==> src/rtl/e3_ma_monitor.sv <==
module e3_ma_monitor #(
  parameter int SHORT_RUN = 3,
  parameter int LONG_RUN  = 5,
  parameter int FERF_POS  = 7,
  parameter int FEBE_POS  = 6,
  parameter int PT_LSB    = 3,
  parameter int PT_W      = 3,
  parameter int TM_POS    = 0
) (
  input  logic            clk,
  input  logic            rst_n,
  input  logic [7:0]      ma_byte,
  input  logic            ma_valid,
  input  logic            in_frame,
  input  logic            persist_five,
  output logic            ferf_state,
  output logic            tmark_state,
  output logic [PT_W-1:0] ptype,
  output logic            ferf_chg,
  output logic            tmark_chg,
  output logic            ptype_chg,
  output logic            febe_pulse
);

  localparam int CW = $clog2(LONG_RUN + 1);
  localparam logic [CW-1:0] SHORT_M1 = CW'(SHORT_RUN - 1);
  localparam logic [CW-1:0] LONG_M1  = CW'(LONG_RUN - 1);

  wire            take   = ma_valid & in_frame;
  wire [CW-1:0]   last_k = persist_five ? LONG_M1 : SHORT_M1;
  wire [PT_W-1:0] pt_in  = ma_byte[PT_LSB +: PT_W];

  genvar g;
  generate
    for (g = 0; g < 2; g++) begin : g_flt
      localparam int BP = (g == 0) ? FERF_POS : TM_POS;
      logic [CW-1:0] run_q;
      logic          st_q;
      logic          chg_q;

      always_ff @(posedge clk) begin
        if (!rst_n) begin
          run_q <= '0;
          st_q  <= 1'b0;
          chg_q <= 1'b0;
        end else begin
          chg_q <= 1'b0;
          if (!in_frame) begin
            run_q <= '0;
          end else if (ma_valid) begin
            if (ma_byte[BP] == st_q) begin
              run_q <= '0;
            end else if (run_q >= last_k) begin
              st_q  <= ~st_q;
              chg_q <= 1'b1;
              run_q <= '0;
            end else begin
              run_q <= run_q + 1'b1;
            end
          end
        end
      end

      p_run_bound_r5: assert property (@(posedge clk) disable iff (!rst_n)
        run_q <= LONG_M1);
    end
  endgenerate

  assign ferf_state  = g_flt[0].st_q;
  assign ferf_chg    = g_flt[0].chg_q;
  assign tmark_state = g_flt[1].st_q;
  assign tmark_chg   = g_flt[1].chg_q;

  logic [PT_W-1:0] cand_q;
  logic            cand_ok_q;

  always_ff @(posedge clk) begin
    if (!rst_n) begin
      ptype      <= '0;
      cand_q     <= '0;
      cand_ok_q  <= 1'b0;
      ptype_chg  <= 1'b0;
      febe_pulse <= 1'b0;
    end else begin
      ptype_chg  <= 1'b0;
      febe_pulse <= take & ma_byte[FEBE_POS];
      if (!in_frame) begin
        cand_ok_q <= 1'b0;
      end else if (ma_valid) begin
        cand_q    <= pt_in;
        cand_ok_q <= 1'b1;
        if (cand_ok_q && cand_q == pt_in && pt_in != ptype) begin
          ptype     <= pt_in;
          ptype_chg <= 1'b1;
        end
      end
    end
  end

  p_ferf_chg_r3: assert property (@(posedge clk) disable iff (!rst_n)
    (ferf_state != $past(ferf_state)) == ferf_chg);
  p_ferf_src_r1: assert property (@(posedge clk) disable iff (!rst_n)
    !$stable(ferf_state) |-> $past(take));
  p_tmark_chg_r4: assert property (@(posedge clk) disable iff (!rst_n)
    (tmark_state != $past(tmark_state)) == tmark_chg);
  p_ptype_chg_r6: assert property (@(posedge clk) disable iff (!rst_n)
    !$stable(ptype) |-> ptype_chg);
  p_ptype_src_r6: assert property (@(posedge clk) disable iff (!rst_n)
    ptype_chg |-> $past(take) && ptype == $past(pt_in));
  p_febe_src_r8: assert property (@(posedge clk) disable iff (!rst_n)
    febe_pulse |-> $past(take && ma_byte[FEBE_POS]));
  p_idle_r7: assert property (@(posedge clk) disable iff (!rst_n)
    !$past(in_frame) |-> !ferf_chg && !tmark_chg && !ptype_chg && !febe_pulse);

endmodule

==> config.mk <==
export PLATFORM = sky130hd
export DESIGN_NAME = e3_ma_monitor
export DESIGN_NICKNAME = d
export VERILOG_FILES = /design/src/rtl/e3_ma_monitor.sv
export SDC_FILE = /design/constraint.sdc
export NUM_CORES = 1
export LEC_CHECK = 0
export BUFFER_PORTS_ARGS = -buffer_cell sky130_fd_sc_hd__buf_2
export CORE_AREA = 2 2 54 56
export CTS_CLUSTER_DIAMETER = 60
export CTS_CLUSTER_SIZE = 30
export DETAILED_ROUTE_END_ITERATION = 16
export DIE_AREA = 0 0 56 58
export SLEW_MARGIN = 20
export SYNTH_ARGS = -nofsm -noshare
export SYNTH_HDL_FRONTEND = slang
export SYNTH_SLANG_ARGS = --single-unit
==> constraint.sdc <==
create_clock -name clk -period 2.22 [get_ports clk]
set_input_delay 0.111 -clock clk [delete_from_list [all_inputs] [get_ports clk]]
set_output_delay 0.111 -clock clk [all_outputs]
set_load 0.1 [all_outputs]
After elaboration in Yosys (flattened, before gate mapping):

Index checks and enable logic that the tools add are counted.

* register bits: 19

* order comparisons: 2
* add/sub/neg operators: 2
* equality and inequality tests: 4
* reductions and logical operators: 10
* multiplexer cells: 8
* bitwise operators: 9

Operator list (count)
* $mux 3: 5
* $reduce_and 4->1: 2
* $reduce_or 4->1: 2
* $not 1->1: 7
* $add 3x1->3 const B: 2
* $ge 3x3->1: 2
* $reduce_and 3->1: 2
* $reduce_and 2->1: 2
* $eq 3x3->1: 1
* $mux 1: 3
* $ne 3x3->1: 1
* $and 1x1->1: 2
* $eq 1x1->1: 2
* $logic_and 1x1->1: 2

Longest topological paths before layout:

Gate-level depths: netlist of the first run.

* depth after elaboration: 4
* mapped depth: 6

Least setup slack after synthesis of the first run:

Ideal clock, no wire load.

* path type: register -> register
* start: register g_flt[0].st_q (netlist: ferf_state)
* end: register g_flt[0].run_q[0]
* setup slack: 0.299 ns
* setup time: 0.072 ns
* buffers on the path: 0
* arrival: 1.849 ns
* stages on the path, launching flop included: 5
* period minus slack after synthesis: 1.921 ns
* required time: 2.148 ns
* cell sequence: dfxtp_1 -> xor2_1 -> nand2_1 -> or4_1 -> a21oi_1

* longest elaborated chain between the ends: 2

Ends and longest elaborated chain
* start, declared: line 38 `logic st_q;`
* start signal, assigned: line 54 `st_q <= ~st_q;`
* $eq 1x1->1: line 51 `if (ma_byte[BP] == st_q) begin`
* $mux 3: line 51
* end signal, assigned: line 58 `run_q <= run_q + 1'b1;`
* end, declared: line 37 `logic [CW-1:0] run_q;`

No other way between the ends.
A chain may end at the register's enable or synchronous reset.

Worst setup path in the final report of the first run:

* start: register g_flt[0].run_q[1]
* end: register g_flt[0].run_q[0]

* longest elaborated chain between the ends: 3

Ends and longest elaborated chain
* $ge 3x3->1: line 53 `end else if (run_q >= last_k) begin`
* $mux 3: line 53
* $mux 3: line 51

No other way between the ends.

==> results of run 1 <==
## stage by stage
step | area [sq um] | power, uW
floorplan | 965 | 422
global placement | 1080 | 444
detailed placement | 1080 | 445
CTS | 1120 | 626
global route | 1120 | 652
finish | 1120 | 611
## synth_stat cells (all sizes together), types with 2 or more instances
cell      n
dfxtp    19
nand2    14
nand2b   12
xor2      8
nor2      7
ha        6
nand3     6
a21boi    5
mux2i     5
a21oi     4
clkbuf    3
inv       3
a2111o    2
nor3      2
o2111ai   2
o32a      2
or4       2
## final cells by class
class | instances | area [sq um] | area share [%]
clock buffers | 4 | 26.3 | 2.35
well taps | 31 | 38.8 | 3.47
repair buffers | 20 | 105 | 9.40
inverters | 3 | 11.3 | 1.01
flip-flops and latches | 19 | 380 | 34.0
multi-input cells | 81 | 557 | 49.8
## cells by family (layout without fill, tap and decap cells)
logic type	after synthesis	count (layout)	share of synthesized area [%]
buffers and inverters	7	27	2.85
flip-flops	19	19	39.4
AO/OA/AOI/OAI	16	16	13.2
adder cells (fa/ha/maj)	6	6	7.78
XOR/XNOR	8	8	7.26
AND/OR/NAND/NOR	46	46	24.3
multiplexers	5	5	5.19
## state kept, by name (all words and copies together), names as in the netlist
name / count
g_flt.run_q: 6
cand_q: 3
ptype: 3
cand_ok_q: 1
febe_pulse: 1
ferf_chg: 1
ferf_state: 1
ptype_chg: 1
tmark_chg: 1
tmark_state: 1
## power by group
part           internal [uW]  switching [uW]  total (uW)  leakage (uW)
combinational           28.1            57.0        85.1      0.000313
clock                   69.9             103         173     0.0000150
sequential               348            4.43         352      0.000154
total                    446             165         611      0.000482
## routing by layer
layer	global-route usage, %	part of all wire [%]	up-vias
met5	0	0	-
met4	6.12	0.47	0
met3	2.23	4.5	2
met2	20.3	45	15
met1	15.4	50	362
li1	-	-	413
## worst paths after layout
kind	slack [ns]	cells after the start	endpoint	from
max	0.66	6	g_flt[0].run_q[0]$_SDFFE_PN0P_	g_flt[0].run_q[1]$_SDFFE_PN0P_
min	0.11	3	ptype[2]$_SDFFE_PN0P_	ma_byte[5]
max reg2reg	0.66	6	g_flt[0].run_q[0]$_SDFFE_PN0P_	g_flt[0].run_q[1]$_SDFFE_PN0P_
min reg2reg	0.49	2	cand_q[1]$_SDFFE_PN0N_	cand_q[1]$_SDFFE_PN0N_
## critical path: cells and delay by family, from the launching register on
| family | cells | cell delay (ns) |
|---|---|---|
| and+or+nand+nor | 2 | 0.55 |
| buffers and inverters | 1 | 0.06 |
| DFF | 1 | 0.35 |
| adders and majority gates | 1 | 0.26 |
| AOI/OAI and AO/OA | 2 | 0.27 |
==> flow_summary.yaml, run 1 <==
timing:
  fin_setup_tns_ns: 0
  whs_ns: 0.105
  slew_headroom_pct: 67.8
  finalClockSkew_ns: 0.000474
  worst_slack_ns: 0.661
  setup_violations: 0
  period_needed_ns: 1.56
  tightestPinTransition_ns: 0.486
  finalMaxSlewViolations: 0
  hold_viol: 0
  period_share_pct: 70.2
  rsz0062_at_grt: "no"
  max_freq_ghz: 0.641
floorplanning:
  start_util_pct: 36.2
  rows: 19
  die_w_um: 56
  placeableCoreArea_sq_um: 2660
  pin_count: 22
  fp.dieH_um: 58
  dieArea_sq_um: 3250
clock_network:
  cts_hold_buffers: 1
  cts-root-buf: "clkbuf_4"
  cts_post_setup_buffers_inserted: 0
  clk_pin_slew_worst_paths_ns: 0.10
  worstSkewPairLatency_ns: 0.29
  htreeDepth: 1
  cts_made_buffers: 3
  cts_resized: 0
  cts_tree: "built"
  clockBufferDepth: 2
  clock-sinks: 19
cells_and_area:
  n_antenna_cell: 0
  layout-drive-gt1-share_pct: 18.9
  layout_common_cells: "dfxtp_1, buf_2, nand2_1"
  n_fill_cell: 276
  final_util_pct: 42.0
  area_growth_pct: 16.0
  fin_cells: 158
  finalNetCount: 147
synth:
  synth.top_cell.area_share_pct: 39.4
  synth-edff-count: 0
  synth_flop_cell: "dfxtp_1"
  yosysWarnings: 0
  syn_inst: 107
  synth-seq-cells: 19
  netlist_top_cells_area: "dfxtp_1, ha_1, nand2b_1"
  synth.distinct_cells: 23
  synthesis.nets: 126
  syn_area_per_cell_sq_um: 9.02
  async_flop_share_pct: 0
  netlist_area_sq_um: 965
  seq_area_frac_synth_pct: 39.4
  synth_top_cell_by_area: "dfxtp_1"
placed_design:
  place_ws_ns: 0.675
  dp_hpwl_mm: 1.27
  io_buffers: 19
  routabilityCongestion: 0.735
  dp_cells: 153
setup_path:
  cp-end-kind: "flop"
  cp.required_ns: 2.45
  crit_type: "reg -> reg"
  cpPeakStageDelay_ns: 0.48
  start_kind: "flop"
  crit_fanout: 5
  cp_slowest_cell: "or4_1"
  path_cells: "inv_1 -> ha_1 -> nand2b_1 -> a21boi_1 -> or4_1 -> a21oi_1"
  arrival_ns: 1.78
global_routing:
  grt_max_degree: 19
  track_usage_pct: 12.3
  grt.overflow.total: 0
  antenna_found_initial: 0
  grt_pass1_vias: 777
  grt_pass1_wl_mm: 3.18
detailed_routing:
  drtPass1Iterations: 4
  drc: 0
  via_count: 792
  wire_per_inst_um: 10.7
  first_iter_violations: 11
  postRouteAntennaNets: 0
  routed_via_density: 5.01
  wirelength_mm: 1.69
power:
  p_leak_uw: 0.000482
  vdd_drop_max_mv: 0.338
  p_per_area_nw_per_um2: 546
run_status:
  outcome: "finished, final reports clean"
hold_path:
  hold_path.class: "in -> reg"
flow_run:
  max_cap_viol_count: 0
Note: power is estimated with default switching activity, not from simulation.
==> inputs of run 2 (changes only) <==
--- a/config.mk
+++ b/config.mk
@@ -5,6 +5,7 @@
 export SDC_FILE = /design/constraint.sdc
 export NUM_CORES = 1
 export LEC_CHECK = 0
+export ABC_AREA = 1
 export BUFFER_PORTS_ARGS = -buffer_cell sky130_fd_sc_hd__buf_2
 export CORE_AREA = 2 2 54 56
 export CTS_CLUSTER_DIAMETER = 60
==> constraint.sdc (replaced) <==
create_clock -name clk -period 1.5 [get_ports clk]
set_input_delay 0.075 -clock clk [delete_from_list [all_inputs] [get_ports clk]]
set_output_delay 0.075 -clock clk [all_outputs]
set_load 0.1 [all_outputs]
==> run 2 against run 1 <==
Compared with the run above:
- register-to-register slack lost 0.51 ns
- area after synthesis is 1.3% lower
- power increased by 51%
==> flow_summary.yaml, run 2 <==
setup_path:
  rr_endpoint: "g_flt[0].run_q[2]$_SDFFE_PN0P_"
  start_kind: "flop"
  path_cells: "inv_1 -> ha_1 -> nand2_1 -> nand2_1 -> nand2_1 -> nand2_1 -> nor2_1 -> nand2_1 -> a21oi_1"
  cp-end-kind: "flop"
  cp_slowest_cell: "dfxtp_1"
  arrival_ns: 1.59
  reg2regPathDepth: 9
  crit_fanout: 3
  cp.required_ns: 1.74
  cpPeakStageDelay_ns: 0.37
  r2r_slack_ns: 0.15
  r2r_start: "g_flt[0].run_q[1]$_SDFFE_PN0P_"
  crit_type: "reg -> reg"
  cp_common_cell: "nand2_1"
synth:
  synthesis.nets: 158
  synth_compound_area_share_pct: 7.36
  synth_top_cell_by_area: "dfxtp_1"
  yosysWarnings: 0
  netlist_area_sq_um: 952
  synthAdderAreaFrac_pct: 7.88
  netlist_top_cells_area: "dfxtp_1, nand2_1, inv_1"
  syn_area_per_cell_sq_um: 6.85
  synthSimpleGateAreaFrac_pct: 28.9
  async_flop_share_pct: 0
  synth_top_family_by_area: "simple AND/OR/NAND/NOR gates"
  synth-seq-cells: 19
  synth.area.mux_share_pct: 0
  synth-edff-count: 0
  synth_most_common_cell: "nand2_1"
  syn_inst: 139
  seq_area_frac_synth_pct: 39.9
  ys_top_cells_by_count: "nand2_1, inv_1, nor2_1"
  synth.top_cell.area_share_pct: 39.9
  synthXorXnorAreaFrac_pct: 4.60
  synth.distinct_cells: 14
  synth_flop_cell: "dfxtp_1"
clock_network:
  clock-sinks: 19
  cts_tree: "built"
  cts_made_buffers: 3
  clockBufferDepth: 2
  htreeDepth: 1
  clk_pin_slew_worst_paths_ns: 0.11
  worstSkewPairLatency_ns: 0.29
  cts-root-buf: "clkbuf_4"
  cts_post_setup_buffers_inserted: 0
cells_and_area:
  finalNetCount: 182
  layout-drive-gt1-share_pct: 19.1
  n_antenna_cell: 0
  regArea_sq_um: 387
  final_common_cell: "nand2_1"
  n_fill_cell: 300
  final_util_pct: 42.0
  largest-register: "g_flt.run_q"
  layout_common_cells: "nand2_1, inv_1, nor2_1"
  area_growth_pct: 17.3
  fin_cells: 193
  largestRegisters: "g_flt.run_q (6), cand_q (3), ptype (3)"
  multi_input_area_sq_um: 467
  largest_reg_flops: 6
power:
  p_switching_uw: 258
  power_uw: 921
  p_int_uw: 662
  p_clk_share_pct: 28.3
  p_leak_uw: 0.000587
  sw_frac_of_total_pct: 28.1
  vdd_drop_max_mv: 0.409
  seqPwrFrac_pct: 56.8
  combPwrFrac_pct: 14.9
  p_per_area_nw_per_um2: 824
timing:
  setup_violations: 0
  finalMaxSlewViolations: 0
  tightestPinTransition_ns: 0.485
  hold_viol: 0
  period_share_pct: 90.2
  finalClockSkew_ns: 0.00417
  period_needed_ns: 1.35
  rsz0062_at_grt: "no"
  whs_ns: 0.0820
  fin_setup_tns_ns: 0
  max_freq_ghz: 0.739
  slew_headroom_pct: 67.9
detailed_routing:
  wirelength_mm: 1.81
  drtPass1Iterations: 4
  postRouteAntennaNets: 0
  first_iter_violations: 6
  drc: 0
  routed_via_density: 4.48
  wire_per_inst_um: 9.39
  via_count: 865
placed_design:
  dp_cells: 188
  dp_hpwl_mm: 1.45
  io_buffers: 19
  routabilityCongestion: 0.712
floorplanning:
  fp.dieH_um: 58
  rows: 19
  start_util_pct: 35.8
  pin_count: 22
  placeableCoreArea_sq_um: 2660
  dieArea_sq_um: 3250
  die_w_um: 56
global_routing:
  antenna_found_initial: 0
  grt_max_degree: 11
  grt.overflow.total: 0
  grt_pass1_vias: 809
  grt_pass1_wl_mm: 3.33
  track_usage_pct: 12.8
flow_run:
  max_cap_viol_count: 0
run_status:
  outcome: "finished, final reports clean"
hold_path:
  min_delay_path_depth: 3
  min_to: "ptype[1]$_SDFFE_PN0P_"
  hold_path.class: "in -> reg"
  holdCritStartpoint: "ma_byte[4]"
## run 2: worst max path at each step
stage / startpoint / end / slack [ns] / cells past startpoint
3_3_place_gp: g_flt[1].run_q[1]$_SDFFE_PN0P_ / g_flt[1].run_q[1]$_SDFFE_PN0P_ / 0.21 / 9
5_1_grt: g_flt[1].run_q[1]$_SDFFE_PN0P_ / tmark_state$_SDFFE_PN0P_ / 0.01 / 10
2_1_floorplan: ferf_state$_SDFFE_PN0P_ / ferf_state$_SDFFE_PN0P_ / 0.17 / 7
3_5_place_dp: g_flt[0].run_q[1]$_SDFFE_PN0P_ / g_flt[0].run_q[2]$_SDFFE_PN0P_ / 0.18 / 9
4_1_cts: g_flt[0].run_q[1]$_SDFFE_PN0P_ / g_flt[0].run_q[2]$_SDFFE_PN0P_ / 0.16 / 9
6_report: g_flt[0].run_q[1]$_SDFFE_PN0P_ / g_flt[0].run_q[2]$_SDFFE_PN0P_ / 0.15 / 9
## run 2: power by group through the flow
stage | Clock [uW] | Combinational, uW | Sequential (uW)
CTS | 272 | 138 | 523
floorplan | 0 | 68.8 | 563
detailed placement | 0 | 135 | 535
finish | 261 | 137 | 523
global placement | 0 | 131 | 534
global route | 305 | 156 | 525
## run 2: layout make-up
cell class / count / share of cell area [%]
inverter: 25 / 8.40
clock buffer: 4 / 2.35
tap: 31 / 3.47
timing repair buffer: 20 / 9.41
multi-input combinational: 94 / 41.8
sequential: 19 / 34.6
## run 2: layer usage
| layer | GRT usage (%) | wire length (um) | share of wire [%] |
|---|---|---|---|
| met3 | 2.23 | 63 | 3.5 |
| met4 | 5.10 | 17 | 0.94 |
| met1 | 16.0 | 886 | 49 |
| met2 | 22.0 | 845 | 47 |
| met5 | 0 | 0 | 0 |
## run 2: worst max-delay path, delay by kind of cell, from the launching register on
kind                     cells  cell delay (ns)
AO/OA/AOI/OAI                1             0.12
AND/OR/NAND/NOR              6             0.48
buffers and inverters        1             0.06
flip-flops                   1             0.37
adder cells (fa/ha/maj)      1             0.27
## run 2: cell families after synthesis
kind of cell	after synthesis
adder cells (fa/ha/maj)	6
buffers and inverters	26
XOR/XNOR	5
AND/OR/NAND/NOR	69
AO/OA/AOI/OAI	14
flip-flops	19
## run 2: metrics by stage
stage / setup slack [ns] / area [sq um]
6_report: 0.146 / 1120
3_5_place_dp: 0.181 / 1080
2_1_floorplan: 0.174 / 958
4_1_cts: 0.155 / 1110
5_1_grt: 0.0112 / 1120
3_3_place_gp: 0.210 / 1080
## run 2: what timing repair did
item / CTS / global route
endpoints found under the hold margin: 1 / 0
hold buffers: 1 / 0
setup endpoints to repair: 0 / 1
resized for setup: 0 / 1
==> inputs of run 3 (changes only) <==
==> constraint.sdc (replaced) <==
create_clock -name clk -period 1.7 [get_ports clk]
set_input_delay 0.085 -clock clk [delete_from_list [all_inputs] [get_ports clk]]
set_output_delay 0.085 -clock clk [all_outputs]
set_load 0.1 [all_outputs]
==> run 3 against run 2 <==
Compared with the run above:
- power shrank 12%
- wire length decreased by 1.8%
- register-to-register slack gained 0.19 ns
- utilization shrank 0.28 points
- worst setup slack better by 0.19 ns
- cell count unchanged
- critical path type unchanged
==> flow_summary.yaml, run 3 (synthesized netlist as in run 2, its figures left out) <==
run_status:
  outcome: "finished, final reports clean"
floorplanning:
  rows: 19
  placeableCoreArea_sq_um: 2660
  die_w_um: 56
  start_util_pct: 35.8
  pin_count: 22
  dieArea_sq_um: 3250
  fp.dieH_um: 58
setup_path:
  path_cells: "inv_1 -> ha_1 -> nand2_1 -> nand2_1 -> nand2_1 -> nand2_1 -> nor2_1 -> nand2_1 -> a21oi_1"
  r2r_start: "g_flt[1].run_q[1]$_SDFFE_PN0P_"
  crit_type: "reg -> reg"
  cp-end-kind: "flop"
  rr_endpoint: "g_flt[1].run_q[2]$_SDFFE_PN0P_"
  r2r_slack_ns: 0.34
  start_kind: "flop"
  cpPeakStageDelay_ns: 0.38
  crit_fanout: 3
  cp_slowest_cell: "dfxtp_1"
  cp_common_cell: "nand2_1"
  arrival_ns: 1.60
  cp.required_ns: 1.94
  reg2regPathDepth: 9
cells_and_area:
  largest_reg_flops: 6
  final_common_cell: "nand2_1"
  area_growth_pct: 16.6
  n_antenna_cell: 0
  layout-drive-gt1-share_pct: 16.0
  largestRegisters: "g_flt.run_q (6), cand_q (3), ptype (3)"
  largest-register: "g_flt.run_q"
  layout_common_cells: "nand2_1, inv_1, nor2_1"
  design_area_sq_um: 1110
  finalNetCount: 182
global_routing:
  antenna_found_initial: 0
  track_usage_pct: 12.5
  grt.overflow.total: 0
  grt_pass1_vias: 825
  grt_pass1_wl_mm: 3.22
  grt_max_degree: 12
timing:
  setup_violations: 0
  finalClockSkew_ns: 0.0119
  hold_viol: 0
  slew_headroom_pct: 67.7
  period_needed_ns: 1.36
  period_share_pct: 80.2
  finalMaxSlewViolations: 0
  tightestPinTransition_ns: 0.487
  max_freq_ghz: 0.734
  fin_setup_tns_ns: 0
  rsz0062_at_grt: "no"
detailed_routing:
  drtPass1Iterations: 4
  wire_per_inst_um: 9.22
  routed_via_density: 4.48
  wirelength_mm: 1.78
  via_count: 865
  postRouteAntennaNets: 0
  drc: 0
  first_iter_violations: 14
clock_network:
  clockBufferDepth: 2
  clk_pin_slew_worst_paths_ns: 0.11
  clock-sinks: 19
  cts_post_setup_buffers_inserted: 0
  cts-root-buf: "clkbuf_4"
  htreeDepth: 1
  cts_made_buffers: 3
  cts_tree: "built"
  worstSkewPairLatency_ns: 0.30
power:
  p_per_area_nw_per_um2: 727
  p_leak_uw: 0.000587
  vdd_drop_max_mv: 0.464
flow_run:
  max_cap_viol_count: 0
hold_path:
  min_to: "ptype[2]$_SDFFE_PN0P_"
  min_delay_path_depth: 3
  holdCritStartpoint: "ma_byte[5]"
  hold_path.class: "in -> reg"
placed_design:
  routabilityCongestion: 0.727
  placed_area_sq_um: 1070
  io_buffers: 19
  dp_hpwl_mm: 1.46
run 3: cell count changes in the layout (fill, tap and decap cells not counted):
cell	previous run	this run
clkbuf_1	1	0
clkinv_2	0	1
dfxtp_1	14	19
dfxtp_2	5	0
nor2_1	20	21
nor2_2	2	1
run 3: layer usage:
layer	GRT usage, %	routed length [um]
met2	22.0	861
met1	14.6	848
met4	6.12	0
met3	2.46	69
met5	0	0
run 3: timing repair:
item / 4_1_cts / 5_1_grt
gates resized for setup: 0 / 0
endpoints found under the hold margin: 1 / 0
hold buffers: 1 / 0
run 3: how the worst max path moves through the flow:
stage               slack, ns                              to  cells after the start                           start
global placement         0.41  g_flt[0].run_q[1]$_SDFFE_PN0P_                      9  g_flt[0].run_q[1]$_SDFFE_PN0P_
detailed placement       0.33  g_flt[1].run_q[2]$_SDFFE_PN0P_                      9  g_flt[1].run_q[1]$_SDFFE_PN0P_
floorplan                0.03         ferf_state$_SDFFE_PN0P_                      7         ferf_state$_SDFFE_PN0P_
finish                   0.34  g_flt[1].run_q[2]$_SDFFE_PN0P_                      9  g_flt[1].run_q[1]$_SDFFE_PN0P_
global route             0.16  g_flt[1].run_q[2]$_SDFFE_PN0P_                      9  g_flt[1].run_q[1]$_SDFFE_PN0P_
CTS                      0.31  g_flt[1].run_q[2]$_SDFFE_PN0P_                      9  g_flt[1].run_q[1]$_SDFFE_PN0P_
run 3: cell type report:
cell class	instances	area, sq um
fillers	284	1550
multi-input cells	94	464
flip-flops and latches	19	380
repair buffers	20	105
inverters	25	93.8
well taps	31	38.8
clock buffers	3	22.5
clock inverters	1	5.00
run 3: worst max-delay path: cells and delay by family, from the launching register on:
kind,cells,cell delay (ns)
adders and majority gates,1,0.26
buffers and inverters,1,0.05
DFF,1,0.38
and+or+nand+nor,6,0.47
AOI/OAI and AO/OA,1,0.13
run 3: through the flow:
step / power [uW] / hold WS (ns) / setup WS, ns / instances / util, %
5_1_grt: 854 / 0.0923 / 0.158 / 193 / 41.7
3_3_place_gp: 586 / 0.303 / 0.412 / 188 / 40.3
4_1_cts: 816 / 0.0799 / 0.306 / 193 / 41.7
6_report: 807 / 0.0821 / 0.337 / 193 / 41.7
3_5_place_dp: 590 / 0.311 / 0.332 / 188 / 40.3
2_1_floorplan: 557 / 0.199 / 0.0311 / 139 / -
run 3: power breakdown:
group / internal [uW] / total [uW] / switching, uW
combinational: 36.2 / 119 / 82.9
sequential: 456 / 461 / 4.87
clock: 87.6 / 227 / 139
total: 580 / 807 / 227
